[config.mk]
export PLATFORM = sky130hd
export DESIGN_NAME = burst_req_sched
export DESIGN_NICKNAME = d
export VERILOG_FILES = /design/src/rtl/brs_pkg.sv /design/src/rtl/brs_gap_timer.sv /design/src/rtl/brs_cfg_live.sv /design/src/rtl/brs_blk_count.sv /design/src/rtl/burst_req_sched.sv
export SDC_FILE = /design/constraint.sdc
export NUM_CORES = 1
export LEC_CHECK = 0
export ABC_CLOCK_PERIOD_IN_PS = 3750
export BUFFER_PORTS_ARGS = -buffer_cell sky130_fd_sc_hd__buf_2
export CORE_MARGIN = 10
export CORE_UTILIZATION = 30
export DETAILED_ROUTE_END_ITERATION = 8
export PLACE_DENSITY = 0.55
export SLEW_MARGIN = 5
export SYNTH_ARGS = -nofsm -noshare
export SYNTH_HDL_FRONTEND = slang
export SYNTH_SLANG_ARGS = --single-unit
[constraint.sdc]
create_clock -name clk -period 3.75 [get_ports clk]
set_input_delay 0.1875 -clock clk [delete_from_list [all_inputs] [get_ports clk]]
set_output_delay 0.1875 -clock clk [all_outputs]
set_load 0.05 [all_outputs]
[src/rtl/brs_pkg.sv]
package brs_pkg;
    // source of a live configuration refresh
    typedef enum logic [1:0] {
        LD_NONE  = 2'd0,
        LD_FRAME = 2'd1,
        LD_BLOCK = 2'd2
    } load_src_e;
endpackage

[src/rtl/brs_gap_timer.sv]
module brs_gap_timer #(
    parameter int GAP_W = 16
) (
    input  logic             clk,
    input  logic             rst_n,
    input  logic [GAP_W-1:0] gap_cfg_i,
    input  logic             start_i,
    output logic             idle_o
);
    localparam int SPAN_W = $clog2(GAP_W + 1);

    logic [SPAN_W-1:0] span;
    logic [SPAN_W-1:0] cnt_d, cnt_q;

    // per-bit candidate: bit i set means a span of i+1
    logic [SPAN_W-1:0] cand [GAP_W];
    genvar gi;
    generate
        for (gi = 0; gi < GAP_W; gi++) begin : g_cand
            assign cand[gi] = gap_cfg_i[gi] ? SPAN_W'(gi + 1) : '0;
        end
    endgenerate

    always_comb begin
        span = '0;
        for (int i = 0; i < GAP_W; i++) begin
            if (cand[i] != '0) span = cand[i];
        end
    end

    always_comb begin
        cnt_d = cnt_q;
        if (start_i)            cnt_d = span;
        else if (cnt_q != '0)   cnt_d = cnt_q - 1'b1;
    end

    always_ff @(posedge clk or negedge rst_n) begin
        if (!rst_n) cnt_q <= '0;
        else        cnt_q <= cnt_d;
    end

    assign idle_o = (cnt_q == '0);
endmodule

[src/rtl/brs_cfg_live.sv]
module brs_cfg_live #(
    parameter int LEN_W   = 12,
    parameter int BLK_W   = 13,
    parameter int LEN_RST = 128,
    parameter int BLK_RST = 8191
) (
    input  logic             clk,
    input  logic             rst_n,
    input  logic             load_i,
    input  logic [LEN_W-1:0] len_cfg_i,
    input  logic [BLK_W-1:0] blk_cfg_i,
    output logic [LEN_W-1:0] len_o,
    output logic [BLK_W-1:0] blk_o,
    output logic             upd_o
);
    typedef struct packed {
        logic [LEN_W-1:0] len;
        logic [BLK_W-1:0] blk;
        logic             upd;
    } live_t;

    live_t st_d, st_q;

    always_comb begin
        st_d     = st_q;
        st_d.upd = load_i;
        if (load_i) begin
            st_d.len = (len_cfg_i == '0) ? LEN_W'(1) : len_cfg_i;
            st_d.blk = blk_cfg_i;
        end
    end

    always_ff @(posedge clk or negedge rst_n) begin
        if (!rst_n) begin
            st_q.len <= LEN_W'(LEN_RST);
            st_q.blk <= BLK_W'(BLK_RST);
            st_q.upd <= 1'b0;
        end else begin
            st_q <= st_d;
        end
    end

    assign len_o = st_q.len;
    assign blk_o = st_q.blk;
    assign upd_o = st_q.upd;
endmodule

[src/rtl/brs_blk_count.sv]
module brs_blk_count #(
    parameter int BLK_W = 13
) (
    input  logic             clk,
    input  logic             rst_n,
    input  logic             clear_i,
    input  logic             step_i,
    input  logic [BLK_W-1:0] size_i,
    output logic             last_o,
    output logic             done_o
);
    typedef struct packed {
        logic [BLK_W-1:0] cnt;
        logic             done;
    } cnt_t;

    cnt_t st_d, st_q;
    logic [BLK_W:0] next_cnt;

    assign next_cnt = {1'b0, st_q.cnt} + 1'b1;
    assign last_o   = step_i && (next_cnt >= {1'b0, size_i});

    always_comb begin
        st_d      = st_q;
        st_d.done = last_o;
        if (step_i) st_d.cnt = last_o ? '0 : next_cnt[BLK_W-1:0];
        if (clear_i) st_d.cnt = '0;
    end

    always_ff @(posedge clk or negedge rst_n) begin
        if (!rst_n) st_q <= '0;
        else        st_q <= st_d;
    end

    assign done_o = st_q.done;
endmodule

[src/rtl/burst_req_sched.sv]
module burst_req_sched #(
    parameter int LEN_W   = 12,
    parameter int BLK_W   = 13,
    parameter int LVL_W   = 14,
    parameter int GAP_W   = 16,
    parameter int LEN_RST = 128,
    parameter int BLK_RST = 8191
) (
    input  logic             clk,
    input  logic             rst_n,
    input  logic             enable_i,
    input  logic [LVL_W-1:0] buf_level_i,
    input  logic             frame_start_i,
    input  logic             frame_info_rd_i,
    input  logic             mask_on_rd_i,
    input  logic             upd_by_blk_i,
    input  logic [LEN_W-1:0] burst_len_cfg_i,
    input  logic [BLK_W-1:0] blk_size_cfg_i,
    input  logic [GAP_W-1:0] gap_cfg_i,
    input  logic             burst_done_i,
    output logic             req_o,
    output logic [LEN_W-1:0] req_len_o,
    output logic             blk_done_o,
    output logic             cfg_upd_o
);
    import brs_pkg::*;

    localparam int CMP_W = (LVL_W > LEN_W) ? LVL_W : LEN_W;

    typedef struct packed {
        logic req;
        logic pend;
    } ctl_t;

    ctl_t st_d, st_q;

    logic [LEN_W-1:0] live_len;
    logic [BLK_W-1:0] live_blk;
    logic             gap_idle;
    logic             accept;
    logic             blk_last;
    logic             issue;
    logic             masked;
    logic             level_ok;
    load_src_e        ld_src;

    assign accept   = burst_done_i && st_q.pend;
    assign masked   = mask_on_rd_i && frame_info_rd_i;
    assign level_ok = CMP_W'(buf_level_i) >= CMP_W'(live_len);
    assign issue    = enable_i && !st_q.pend && gap_idle && level_ok && !masked;

    always_comb begin
        if (upd_by_blk_i) ld_src = blk_last ? LD_BLOCK : LD_NONE;
        else              ld_src = frame_start_i ? LD_FRAME : LD_NONE;
    end

    always_comb begin
        st_d     = st_q;
        st_d.req = issue;
        if (issue)       st_d.pend = 1'b1;
        else if (accept) st_d.pend = 1'b0;
    end

    always_ff @(posedge clk or negedge rst_n) begin
        if (!rst_n) st_q <= '0;
        else        st_q <= st_d;
    end

    brs_gap_timer #(.GAP_W(GAP_W)) u_gap (
        .clk       (clk),
        .rst_n     (rst_n),
        .gap_cfg_i (gap_cfg_i),
        .start_i   (accept),
        .idle_o    (gap_idle)
    );

    brs_cfg_live #(
        .LEN_W   (LEN_W),
        .BLK_W   (BLK_W),
        .LEN_RST (LEN_RST),
        .BLK_RST (BLK_RST)
    ) u_live (
        .clk       (clk),
        .rst_n     (rst_n),
        .load_i    (ld_src != LD_NONE),
        .len_cfg_i (burst_len_cfg_i),
        .blk_cfg_i (blk_size_cfg_i),
        .len_o     (live_len),
        .blk_o     (live_blk),
        .upd_o     (cfg_upd_o)
    );

    brs_blk_count #(.BLK_W(BLK_W)) u_blk (
        .clk     (clk),
        .rst_n   (rst_n),
        .clear_i (frame_start_i),
        .step_i  (accept),
        .size_i  (live_blk),
        .last_o  (blk_last),
        .done_o  (blk_done_o)
    );

    assign req_o     = st_q.req;
    assign req_len_o = live_len;
endmodule

== Word-level counts from Yosys, hierarchy flattened ==
Cells that the tools add are included.
Word-level totals
  register bits after elaboration: 47
  latch bits: 0
  bits in writable memories: 0
  bits in read-only memories: 0
  logic and storage cells: 87
  memories: 0
Cells by class
  add/subtract/negate cells: 2
  $mul: 0
  div/mod/pow operators: 0
  $lt $le $gt $ge: 2
  equality and inequality tests: 0
  shift-type cells: 0
  mux-type cells: 43
  bitwise operators: 0
  reduce and logical (&&, ||, !) cells: 32
Operators with widths (count)
  two-way mux 5 bit: 19
  nonzero test 5 bit: 17
  two-way mux 13 bit: 3
  two-way mux 4 bit: 8
  adder 13 x 1 -> 14 bit, second input constant: 1
  >= comparator 14 x 12 -> 1 bit: 1
  >= comparator 14 x 13 -> 1 bit: 1
  zero test 12 bit: 1
  two-way mux 12 bit: 1
  two-way mux 3 bit: 4
  two-way mux 2 bit: 4
  nonzero test 2 bit: 4
  logical AND 1 bit: 7
  zero test 5 bit: 1
  subtractor 5 x 1 -> 5 bit, second input constant: 1
  two-way mux 1 bit: 4
  zero test 1 bit: 2

== Depth between registers and ports, before layout ==
Gate-level depths: netlist of run 1.
  depth after elaboration: 19
  mapped depth: 15
  mapped depth without buffers: 14

== By module ==
A second synthesis of run 1 with hierarchy kept.
Unflattened totals
  cells, all modules: 285
  area, all modules: 3090.5 µm²
Modules (own cells, without submodules)
  brs_blk_count: times used 1, cells an instance 121, area each 1117.3 µm²
  brs_cfg_live: times used 1, cells an instance 60, area each 1111.1 µm²
  brs_gap_timer: times used 1, cells an instance 52, area each 442.9 µm²
  burst_req_sched: times used 1, cells an instance 52, area each 419.2 µm²

== Worst setup path after synthesis of run 1 ==
OpenSTA, ideal clock, no wires.
  kind: register -> register
  from: reg u_blk.st_q[1] (netlist bit)
  to: reg u_live.st_q (netlist bit u_live.len_o[1])
  library setup time: 0.125 ns
  arrival time: 2.927 ns
  data required time: 3.625 ns
  slack: 0.698 ns
  cell stages (with the launch flop): 16
  buffers on the path: 1
  cell sequence: dfrtp_1 ha_1 nand3_1 nor2_1 and3_1 and3_1 xnor2_1 inv_1 ha_1 o21a_1 o21a_1 o21ai_0 a311o_1 o221ai_4 buf_12 mux2_4
Between the ends
  cells in the longest elaborated chain, start to end: 6
RTL lines
  start: declaration: line brs_blk_count.sv:17  | cnt_t st_d, st_q;
  start signal: assignment: line brs_blk_count.sv:32  | else st_q <= st_d;
  adder 13 x 1 -> 14 bit: line brs_blk_count.sv:20  | assign next_cnt = {1'b0, st_q.cnt} + 1'b1;
  >= comparator 14 x 13 -> 1 bit: line brs_blk_count.sv:21  | assign last_o = step_i && (next_cnt >= {1'b0, size_i});
  logical AND 1 bit: line brs_blk_count.sv:21
  two-way mux 2 bit (2 in a row): line burst_req_sched.sv:53  | if (upd_by_blk_i) ld_src = blk_last ? LD_BLOCK : LD_NONE;
  nonzero test 2 bit: line burst_req_sched.sv:85  | .load_i (ld_src != LD_NONE),
  end signal: assignment: line brs_cfg_live.sv:39  | st_q <= st_d;
  end: declaration: line brs_cfg_live.sv:22  | live_t st_d, st_q;
Every way passes these cells.
A chain may end at the register's enable or synchronous reset.

== Worst setup path after layout of run 1 ==
  from: reg u_blk.st_q[1] (netlist bit)
  to: reg u_live.st_q (netlist bit u_live.len_o[11])
Same word-level chain as after synthesis.

==> results_dict.tcl, run 1 <==
set metrics [dict create \
    synthDominantCellAreaShare_pct 26.7 \
    rows 36 \
    place_ws_ns 0.371 \
    chipHeight_um 121 \
    clkPwrFrac_pct 21.6 \
    worst_r2r_startpoint "u_blk.st_q[1]$_DFFE_PN0P_" \
    h_tree_level_count 2 \
    synth.ff_latch_count 47 \
    tritoncts "built" \
    slew_violations 0 \
    pin_count_of_the_biggest_net_entering_global_routing 48 \
    final_antenna_net_count 0 \
    buffer_ports.inserted 77 \
    gp_congestion 0.807 \
    detailroute.via_count 2437 \
    cts.reportedPaths.clkPinSlew_ns 0.09 \
    detail_route.wl_per_cell_um 14.6 \
    critical_path.startpoint_type "register" \
    complex_gate_fraction_of_the_synthesized_area_pct 15.7 \
    setup_violations 0 \
    min_period_ns 3.40 \
    design.die.area_mm2 0.0148 \
    worst_reg_to_reg_cells 15 \
    postLayoutSetupSlackWorst_ns 0.347 \
    remaining_drc_errors 0 \
    post_synth_instance_area_mm2 0.00309 \
    slew_headroom_pct 58.3 \
    synth-adder-area-share_pct 11.3 \
    hold_path_stages 2 \
    synth_top_cell_by_area "sky130_fd_sc_hd__dfrtp_1" \
    grt_pass1_vias 2529 \
    max-cap-violations 0 \
    synthesis.instances 301 \
    rrSetupSlack_ns 0.35 \
    cp_data_arrival_time_ns 3.59 \
    number_of_flops_mapped_to_enable_cells_by_yosys 0 \
    endpoint_of_the_worst_slack_reg_to_reg_timing_path "u_live.len_o[11]$_DFFE_PN0P_" \
    run_status "completed" \
    async_reset_ff_share_pct 100 \
    transition_time_at_the_pin_with_the_least_slew_margin_ns 0.610 \
    core_mm2 0.00991 \
    insertedDiodeCount 0 \
    finalHoldWorstSlack_ns 0.114 \
    synthTopCellsByCount "sky130_fd_sc_hd__inv_1, sky130_fd_sc_hd__dfrtp_1, sky130_fd_sc_hd__nand2_1" \
    timing.critical_path.required_ns 3.94 \
    most_repeated_cell_in_the_gate_level_netlist_after_synthesis "sky130_fd_sc_hd__inv_1" \
    dominant_combinational_cell_family_by_area_after_synthesis "compound AO/OA/AOI/OAI gates" \
    clk_latency_ns 0.30 \
    clockBufferDepth 2 \
    rsz0062_at_grt "no" \
    synthXorXnorAreaFrac_pct 3.69 \
    postSynthNetCount 392 \
    area_growth_pct 20.9 \
    power_frac_comb_pct 33.1 \
    cts_sinks 47 \
    synth_ff_type "sky130_fd_sc_hd__dfrtp_1" \
    die_width_um 121 \
    avgSynthCellArea_um2 10.3 \
    yosys_cell_types 46 \
    dr.pass1.iters 3 \
    setup_total_negative_slack_ns 0 \
    grt.total_usage_pct 10.5 \
    powerDensity_mw_per_mm2 385 \
    clock-skew-final_ns 0.0107 \
    seqPwrFrac_pct 45.3 \
    drt-initial-drc-count 75 \
    p_int_mw 0.946 \
    post-cts-setup-buffer-count 0 \
    clock-root-buffer "sky130_fd_sc_hd__clkbuf_8" \
    ir_worst_vdd_mv 0.180 \
    global_route.overflow_total 0 \
    floorplan.io_pins 78 \
    detailedPlacementHpwl_mm 6.21 \
    yosys-top-cells-area "sky130_fd_sc_hd__dfrtp_1, sky130_fd_sc_hd__dfstp_2, sky130_fd_sc_hd__ha_1" \
    yosysWarningCount 0 \
    holdCritStartpoint "blk_size_cfg_i[5]" \
    crit_path_end_kind "register" \
    p_sw_share_pct 34.2 \
    final_hold_viol_count 0 \
    worstSetupStartpoint "u_blk.st_q[1]$_DFFE_PN0P_" \
    post_synth_mux_area_share_pct 11.3 \
    area_fraction_in_and_or_nand_and_nor_cells_after_synthesis_pct 12.4 \
    tritoncts.num_buffers 5 \
    worstSetupPathType "register to register" \
    synth_sequential_area_ratio_pct 38.7 \
    netSwitchingPower_mw 0.492 \
    finalWirelength_mm 7.59 \
    number_of_vias_per_cell 4.69 \
    hold_path.class "input pin to register" \
    fmax_mhz 294 \
    wire_length_of_the_first_global_routing_pass_mm 12.7 \
    p_total_mw 1.44 \
    nets 477 \
    grt_antenna_before_repair 0 \
    cellLeakagePower_nw 1.93 \
    hold_end "u_live.blk_o[5]$_DFFE_PN1P_" \
    drive_above_1_share_pct 34.1 \
    initial_cell_density_of_the_core_pct 31.2 \
    timing.critical_path.fanout_max 21 \
    period_share_pct 90.8 \
]
timing repair:
item | 4_1_cts | 5_1_grt
hold buffers | 1 | 0
endpoints found under the hold margin | 23 | 0
gates resized for setup | 0 | 0
cell families (layout without fill, tap and decap cells):
family,count (synthesis),count (layout)
simple gates,75,75
buf+inv,48,134
flops,47,47
fa+ha+maj,28,28
xor+xnor,13,13
mux,25,25
compound gates,65,65
worst max path at each step:
stage | endpoint | slack (ns)
after CTS | u_live.len_o[10]$_DFFE_PN0P_ | 0.34
after global routing | u_live.len_o[10]$_DFFE_PN0P_ | 0.1
after detailed placement | u_live.len_o[10]$_DFFE_PN0P_ | 0.37
final | u_live.len_o[11]$_DFFE_PN0P_ | 0.35
after floorplan | u_live.len_o[1]$_DFFE_PN0P_ | 0.70
after global placement | u_live.len_o[11]$_DFFE_PN0P_ | 0.46
critical path: stages (launching register included):
cell                       delay [ns]
sky130_fd_sc_hd__dfrtp_1         0.43
sky130_fd_sc_hd__ha_1            0.24
sky130_fd_sc_hd__nand3_1         0.14
sky130_fd_sc_hd__nor2_1          0.17
sky130_fd_sc_hd__and3_1          0.25
sky130_fd_sc_hd__and3_1          0.19
sky130_fd_sc_hd__xnor2_1         0.13
sky130_fd_sc_hd__inv_1           0.07
sky130_fd_sc_hd__ha_1            0.27
sky130_fd_sc_hd__o21a_1          0.10
sky130_fd_sc_hd__o21a_1          0.14
sky130_fd_sc_hd__o21ai_0         0.09
sky130_fd_sc_hd__a311o_1         0.31
sky130_fd_sc_hd__o221ai_4        0.15
sky130_fd_sc_hd__buf_12          0.24
sky130_fd_sc_hd__mux2_2          0.35
power by group through the flow:
stage          Combinational (mW)  Sequential, mW  Clock (mW)
4_1_cts                     0.484           0.652       0.324
5_1_grt                     0.538           0.664       0.349
3_3_place_gp                0.468           0.660           0
6_report                    0.476           0.651       0.311
3_5_place_dp                0.480           0.660           0
2_1_floorplan               0.278           0.720           0
layout make-up:
type	count	area (µm²)
clock buffer	6	72.6
clock inverter	2	16.3
fill	1040	6180
inverter	44	165
multi-input combinational	206	1680
sequential	47	1190
tap	133	166
timing repair buffer	82	438
through the flow:
stage               std cells  utilization, %  cell area (µm²)
finish                    520            37.7             3730
global route              520            37.7             3730
CTS                       520            37.7             3730
detailed placement        511            36.7             3630
global placement          511            36.7             3630
floorplan                 301               -             3090
layer usage:
metal / GRT usage [%] / wire length (µm) / vias up / share of wire (%)
li1: - / - / 1243 / -
met1: 13.6 / 3770 / 1137 / 50
met2: 16.8 / 3380 / 50 / 45
met3: 3.02 / 371 / 7 / 4.9
met4: 2.24 / 60 / 0 / 0.79
met5: 0 / 0 / - / 0
state kept, by name, indices dropped and copies added, names as in the netlist:
name,flops
req_o,1
st_q,1
u_blk.done_o,1
u_blk.st_q,13
u_gap.cnt_q,5
u_live.blk_o,13
u_live.len_o,12
u_live.upd_o,1
cell usage in the layout, fill, tap and decap left out, types with 2 or more instances in the layout:
| master | Yosys | layout |
|---|---|---|
| sky130_fd_sc_hd__a221oi_1 | 2 | 2 |
| sky130_fd_sc_hd__inv_1 | 44 | 44 |
| sky130_fd_sc_hd__a31oi_1 | 3 | 3 |
| sky130_fd_sc_hd__dfrtp_1 | 33 | 33 |
| sky130_fd_sc_hd__and3_1 | 3 | 3 |
| sky130_fd_sc_hd__ha_1 | 28 | 28 |
| sky130_fd_sc_hd__nor4_1 | 6 | 6 |
| sky130_fd_sc_hd__xnor2_1 | 5 | 5 |
| sky130_fd_sc_hd__nor2b_1 | 2 | 2 |
| sky130_fd_sc_hd__o211ai_1 | 2 | 2 |
| sky130_fd_sc_hd__xor2_1 | 8 | 8 |
| sky130_fd_sc_hd__nor2_1 | 12 | 12 |
| sky130_fd_sc_hd__a221o_1 | 2 | 2 |
| sky130_fd_sc_hd__nor3_1 | 6 | 6 |
| sky130_fd_sc_hd__a21oi_1 | 6 | 6 |
| sky130_fd_sc_hd__o21a_1 | 3 | 3 |
| sky130_fd_sc_hd__mux2_4 | 18 | 18 |
| sky130_fd_sc_hd__buf_2 | 1 | 77 |
| sky130_fd_sc_hd__nand4_1 | 2 | 2 |
| sky130_fd_sc_hd__o31ai_1 | 3 | 3 |
| sky130_fd_sc_hd__buf_4 | 0 | 3 |
| sky130_fd_sc_hd__a31o_2 | 2 | 2 |
| sky130_fd_sc_hd__clkbuf_8 | 0 | 5 |
| sky130_fd_sc_hd__a21o_1 | 7 | 7 |
| sky130_fd_sc_hd__mux2_2 | 6 | 6 |
| sky130_fd_sc_hd__nand2b_1 | 2 | 2 |
| sky130_fd_sc_hd__nor3b_1 | 5 | 5 |
| sky130_fd_sc_hd__nand2_1 | 29 | 29 |
| sky130_fd_sc_hd__o21ai_0 | 18 | 18 |
| sky130_fd_sc_hd__a211oi_1 | 6 | 6 |
| sky130_fd_sc_hd__a2111oi_0 | 3 | 3 |
| sky130_fd_sc_hd__nand3_1 | 4 | 4 |
| sky130_fd_sc_hd__dfstp_2 | 14 | 14 |
No activity file was read; power rests on OpenSTA's default activity.
==> run 2: changes to the inputs <==
- CORE_MARGIN: 10 -> 4
- GPL_TIMING_DRIVEN: default -> 0
==> results_dict.tcl, run 2 (synthesis results as in run 1) <==
set metrics [dict create \
    run_status "completed" \
    post_cts.resized_instances 0 \
    design.die.area_mm2 0.0120 \
    setup_total_negative_slack_ns 0 \
    tritoncts.num_buffers 5 \
    core_mm2 0.00991 \
    finalWirelength_mm 7.15 \
    initial_cell_density_of_the_core_pct 31.2 \
    final_hold_viol_count 0 \
    detail_route.wl_per_cell_um 13.7 \
    area_growth_pct 22.2 \
    drt-initial-drc-count 93 \
    grt_antenna_before_repair 0 \
    grt_pass1_vias 2460 \
    period_share_pct 90.8 \
    clock-skew-final_ns 0.00900 \
    num-fill-cells 1010 \
    worst_r2r_startpoint "u_blk.st_q[1]$_DFFE_PN0P_" \
    h_tree_level_count 2 \
    clock-root-buffer "sky130_fd_sc_hd__clkbuf_8" \
    cp_data_arrival_time_ns 3.60 \
    grt.total_usage_pct 12.5 \
    final_antenna_net_count 0 \
    worst_reg_to_reg_cells 15 \
    remaining_drc_errors 0 \
    crit_path_end_kind "register" \
    nets 478 \
    rsz0062_at_grt "no" \
    detailedPlacementHpwl_mm 5.66 \
    min_period_ns 3.41 \
    slew_violations 0 \
    timing.critical_path.required_ns 3.94 \
    worstSetupPathType "register to register" \
    rrSetupSlack_ns 0.34 \
    layout_common_cells "sky130_fd_sc_hd__buf_2, sky130_fd_sc_hd__inv_1, sky130_fd_sc_hd__dfrtp_1, sky130_fd_sc_hd__nand2_1, sky130_fd_sc_hd__ha_1" \
    slew_headroom_pct 29.9 \
    floorplan.io_pins 78 \
    fmax_mhz 294 \
    p_total_mw 1.52 \
    detailroute.via_count 2456 \
    die_width_um 109 \
    cts_sinks 47 \
    buffer_ports.inserted 77 \
    endpoint_of_the_worst_slack_reg_to_reg_timing_path "u_live.len_o[2]$_DFFE_PN0P_" \
    rows 36 \
    wire_length_of_the_first_global_routing_pass_mm 11.9 \
    tritoncts "built" \
    ir_worst_vdd_mv 0.208 \
    cts.reportedPaths.clkPinSlew_ns 0.09 \
    hold_path.class "input pin to asynchronous set/reset pin" \
    layout.cells.most_common "sky130_fd_sc_hd__buf_2" \
    insertedDiodeCount 0 \
    final_cells 521 \
    drive_above_1_share_pct 34.5 \
    cellLeakagePower_nw 1.95 \
    max-cap-violations 0 \
    clockBufferDepth 2 \
    chipHeight_um 109 \
    transition_time_at_the_pin_with_the_least_slew_margin_ns 1.05 \
    timing.critical_path.fanout_max 10 \
    critical_path.startpoint_type "register" \
    gp_congestion 0.744 \
    dr.pass1.iters 4 \
    powerDensity_mw_per_mm2 403 \
    number_of_vias_per_cell 4.71 \
    clk_latency_ns 0.31 \
    setup_violations 0 \
    global_route.overflow_total 0 \
    dp.cells 511 \
    pin_count_of_the_biggest_net_entering_global_routing 48 \
]
run 2: layout make-up:
cell class | count | area, µm² | area share (%)
multi-input cells | 206 | 1680 | 44.5
flip-flops and latches | 47 | 1190 | 31.6
repair buffers | 79 | 400 | 10.6
well taps | 133 | 166 | 4.41
inverters | 44 | 165 | 4.38
clock buffers | 6 | 82.6 | 2.19
plain buffers | 4 | 48.8 | 1.29
clock inverters | 2 | 35.0 | 0.929
run 2: how the worst max path moves through the flow:
stage,start,endpoint,slack [ns],depth (start not counted)
finish,u_blk.st_q[1]$_DFFE_PN0P_,u_live.len_o[2]$_DFFE_PN0P_,0.34,15
global route,u_blk.st_q[1]$_DFFE_PN0P_,u_live.len_o[2]$_DFFE_PN0P_,0.08,15
CTS,u_blk.st_q[1]$_DFFE_PN0P_,u_blk.st_q[10]$_DFFE_PN0P_,0.18,15
detailed placement,u_blk.st_q[1]$_DFFE_PN0P_,u_blk.st_q[10]$_DFFE_PN0P_,0.22,15
global placement,u_blk.st_q[1]$_DFFE_PN0P_,u_blk.st_q[10]$_DFFE_PN0P_,0.20,15
floorplan,u_blk.st_q[1]$_DFFE_PN0P_,u_live.len_o[1]$_DFFE_PN0P_,0.70,15
run 2: timing repair:
item / 4_1_cts / 5_1_grt
setup buffers: 0 / 2
hold buffers: 0 / 0
endpoints found under the setup margin: 0 / 8
run 2: stage by stage:
step           utilization [%]  setup slack (ns)  cell area, µm²  hold slack (ns)
2_1_floorplan                -             0.698            3090           -0.108
3_3_place_gp              36.7             0.203            3640            0.421
3_5_place_dp              36.7             0.216            3640            0.422
4_1_cts                   37.9             0.175            3760            0.103
5_1_grt                   38.1            0.0838            3770           0.0970
6_report                  38.1             0.344            3770           0.0526
run 2: metal layers:
layer | global-route usage (%) | vias up | part of all wire [%]
met5 | 0 | - | 0
met4 | 3.47 | 0 | 1.2
met3 | 2.88 | 7 | 6.1
met2 | 18.7 | 58 | 43
met1 | 17.9 | 1154 | 50
li1 | - | 1237 | -
run 2: power breakdown:
part	switching, mW	internal [mW]
combinational	0.263	0.216
clock	0.176	0.216
sequential	0.0537	0.597
run 2: worst max-delay path: stages (launching register included):
cell and delay [ns]:
sky130_fd_sc_hd__dfrtp_1 0.43, sky130_fd_sc_hd__ha_1 0.25, sky130_fd_sc_hd__nand3_1 0.15, sky130_fd_sc_hd__nor2_1 0.16, sky130_fd_sc_hd__and3_1 0.27, sky130_fd_sc_hd__and3_1 0.19, sky130_fd_sc_hd__xnor2_1 0.14, sky130_fd_sc_hd__inv_1 0.07
sky130_fd_sc_hd__ha_1 0.27, sky130_fd_sc_hd__o21a_1 0.17, sky130_fd_sc_hd__o21a_1 0.20, sky130_fd_sc_hd__o21ai_0 0.08, sky130_fd_sc_hd__a311o_1 0.18, sky130_fd_sc_hd__o221ai_4 0.21, sky130_fd_sc_hd__buf_12 0.23, sky130_fd_sc_hd__mux2_4 0.29
==> run 3: changes to the inputs <==
- REMOVE_ABC_BUFFERS: default -> 1
==> results_dict.tcl, run 3 (synthesis results as in run 1) <==
set metrics [dict create \
    final_antenna_net_count 0 \
    area_growth_pct 22.5 \
    grt_antenna_before_repair 0 \
    run_status "completed" \
    grt_pass1_vias 2399 \
    powerDensity_mw_per_mm2 417 \
    dp.cells 507 \
    pin_count_of_the_biggest_net_entering_global_routing 48 \
    p_total_mw 1.58 \
    slew_violations 0 \
    wire_length_of_the_first_global_routing_pass_mm 11.3 \
    number_of_vias_per_cell 4.75 \
    min_period_ns 3.46 \
    max-cap-violations 0 \
    clock-root-buffer "sky130_fd_sc_hd__clkbuf_8" \
    clock-skew-final_ns 0.0104 \
    final_hold_viol_count 0 \
    insertedDiodeCount 0 \
    seqPwrFrac_pct 41.4 \
    timing.critical_path.slowest_cell_delay_ns 0.44 \
    worstSetupPathType "register to register" \
    final_cells 518 \
    layout_common_cells "sky130_fd_sc_hd__buf_2, sky130_fd_sc_hd__inv_1, sky130_fd_sc_hd__dfrtp_1, sky130_fd_sc_hd__nand2_1, sky130_fd_sc_hd__ha_1" \
    detail_route.wl_per_cell_um 13.9 \
    multiInputGateArea_mm2 0.00171 \
    remaining_drc_errors 0 \
    endpoint_of_the_worst_slack_reg_to_reg_timing_path "u_live.len_o[11]$_DFFE_PN0P_" \
    rsz0062_at_grt "no" \
    critical-path-top-delay-family "compound AO/OA/AOI/OAI gates" \
    hold_path.class "input pin to asynchronous set/reset pin" \
    transition_time_at_the_pin_with_the_least_slew_margin_ns 1.06 \
    detailedPlacementHpwl_mm 5.28 \
    cts_sinks 47 \
    timing.critical_path.required_ns 3.94 \
    nets 475 \
    chipHeight_um 109 \
    power_frac_comb_pct 30.0 \
    tritoncts "built" \
    cp_data_arrival_time_ns 3.65 \
    rows 36 \
    buffer_ports.inserted 77 \
    finalWirelength_mm 7.18 \
    crit_path_end_kind "register" \
    floorplan.io_pins 78 \
    cp_slowest_cell "sky130_fd_sc_hd__dfrtp_1" \
    worst_reg_to_reg_cells 14 \
    cts.reportedPaths.clkPinSlew_ns 0.10 \
    timing.critical_path.fanout_max 13 \
    clockBufferDepth 2 \
    slew_headroom_pct 29.3 \
    core_mm2 0.00991 \
    final_core_utilization_pct 38.2 \
    cts-hold-fix-buffers 0 \
    ir_worst_vdd_mv 0.206 \
    die_width_um 109 \
    clkPwrFrac_pct 28.6 \
    detailroute.via_count 2460 \
    drt-initial-drc-count 88 \
    period_share_pct 92.1 \
    crit_chain "ha_1 > nand3_1 > nor2_1 > and3_1 > and3_1 > xnor2_1 > inv_1 > ha_1 > o21a_1 > o21a_1 > o21ai_0 > a311o_2 > o221ai_4 > mux2_2" \
    critical_path.startpoint_type "register" \
    num-fill-cells 1015 \
    setup_total_negative_slack_ns 0 \
    dr.pass1.iters 4 \
    tritoncts.num_buffers 5 \
    p_int_mw 1.08 \
    p_sw_share_pct 31.6 \
    fmax_mhz 289 \
    design.die.area_mm2 0.0120 \
    gp_congestion 0.792 \
    register_area_mm2 0.00119 \
    cp.buffers_inverters 1 \
    clk_latency_ns 0.31 \
    rrSetupSlack_ns 0.29 \
    netSwitchingPower_mw 0.498 \
    worst_r2r_startpoint "u_blk.st_q[1]$_DFFE_PN0P_" \
    h_tree_level_count 2 \
    cellLeakagePower_nw 1.94 \
    grt.total_usage_pct 12.0 \
    drive_above_1_share_pct 34.5 \
    layout.cells.most_common "sky130_fd_sc_hd__buf_2" \
    setup_violations 0 \
    global_route.overflow_total 0 \
    initial_cell_density_of_the_core_pct 31.2 \
]
[run 3: cell count changes in the layout (fill, tap and decap cells not counted), sizes merged]
cell and delta:
bufinv +1, clkinv -1, buf -3, clkbuf -2
clkinvlp +1, o221ai +1
[run 3: how the worst max path moves through the flow]
| stage | startpoint | end | slack (ns) | depth (start not counted) |
|---|---|---|---|---|
| after floorplan | u_blk.st_q[1]$_DFFE_PN0P_ | u_live.len_o[1]$_DFFE_PN0P_ | 0.59 | 14 |
| after CTS | u_blk.st_q[1]$_DFFE_PN0P_ | u_blk.st_q[8]$_DFFE_PN0P_ | 0.09 | 14 |
| after global routing | u_blk.st_q[1]$_DFFE_PN0P_ | u_live.len_o[11]$_DFFE_PN0P_ | 0.007 | 14 |
| final | u_blk.st_q[1]$_DFFE_PN0P_ | u_live.len_o[11]$_DFFE_PN0P_ | 0.29 | 14 |
| after detailed placement | u_blk.st_q[1]$_DFFE_PN0P_ | u_live.len_o[9]$_DFFE_PN0P_ | 0.15 | 14 |
| after global placement | u_blk.st_q[1]$_DFFE_PN0P_ | u_blk.st_q[8]$_DFFE_PN0P_ | 0.12 | 14 |
[run 3: per-stage QoR]
| step | setup slack [ns] | instance area (µm²) | hold slack, ns |
|---|---|---|---|
| floorplan | 0.586 | 3040 | -0.108 |
| global placement | 0.115 | 3590 | 0.421 |
| detailed placement | 0.152 | 3590 | 0.422 |
| CTS | 0.0933 | 3730 | 0.0905 |
| global route | 0.00708 | 3780 | 0.0828 |
| finish | 0.295 | 3780 | 0.0709 |
[run 3: layer usage]
layer,GRT usage (%),routed length [µm],vias up
met3,3.70,464,8
met2,18.5,3080,62
met1,16.3,3560,1149
met5,0,0,-
met4,3.21,72,0
li1,-,-,1241
[run 3: repair_timing]
item	CTS	global route
buffers inserted	0	2
setup endpoints to repair	0	37
gates resized for setup	0	2
[run 3: power groups by stage]
| stage | Sequential (mW) | Combinational (mW) | Clock (mW) |
|---|---|---|---|
| detailed placement | 0.659 | 0.471 | 0 |
| global placement | 0.659 | 0.463 | 0 |
| CTS | 0.652 | 0.473 | 0.464 |
| finish | 0.652 | 0.473 | 0.450 |
| floorplan | 0.720 | 0.273 | 0 |
| global route | 0.663 | 0.528 | 0.484 |
[run 3: cell type report]
cell class | instances | share of cell area (%)
Multi-Input combinational cell | 207 | 45.2
Sequential cell | 47 | 31.6
Timing Repair Buffer | 79 | 10.9
Tap cell | 133 | 4.40
Inverter | 44 | 4.37
Clock buffer | 5 | 1.82
Clock inverter | 3 | 1.79
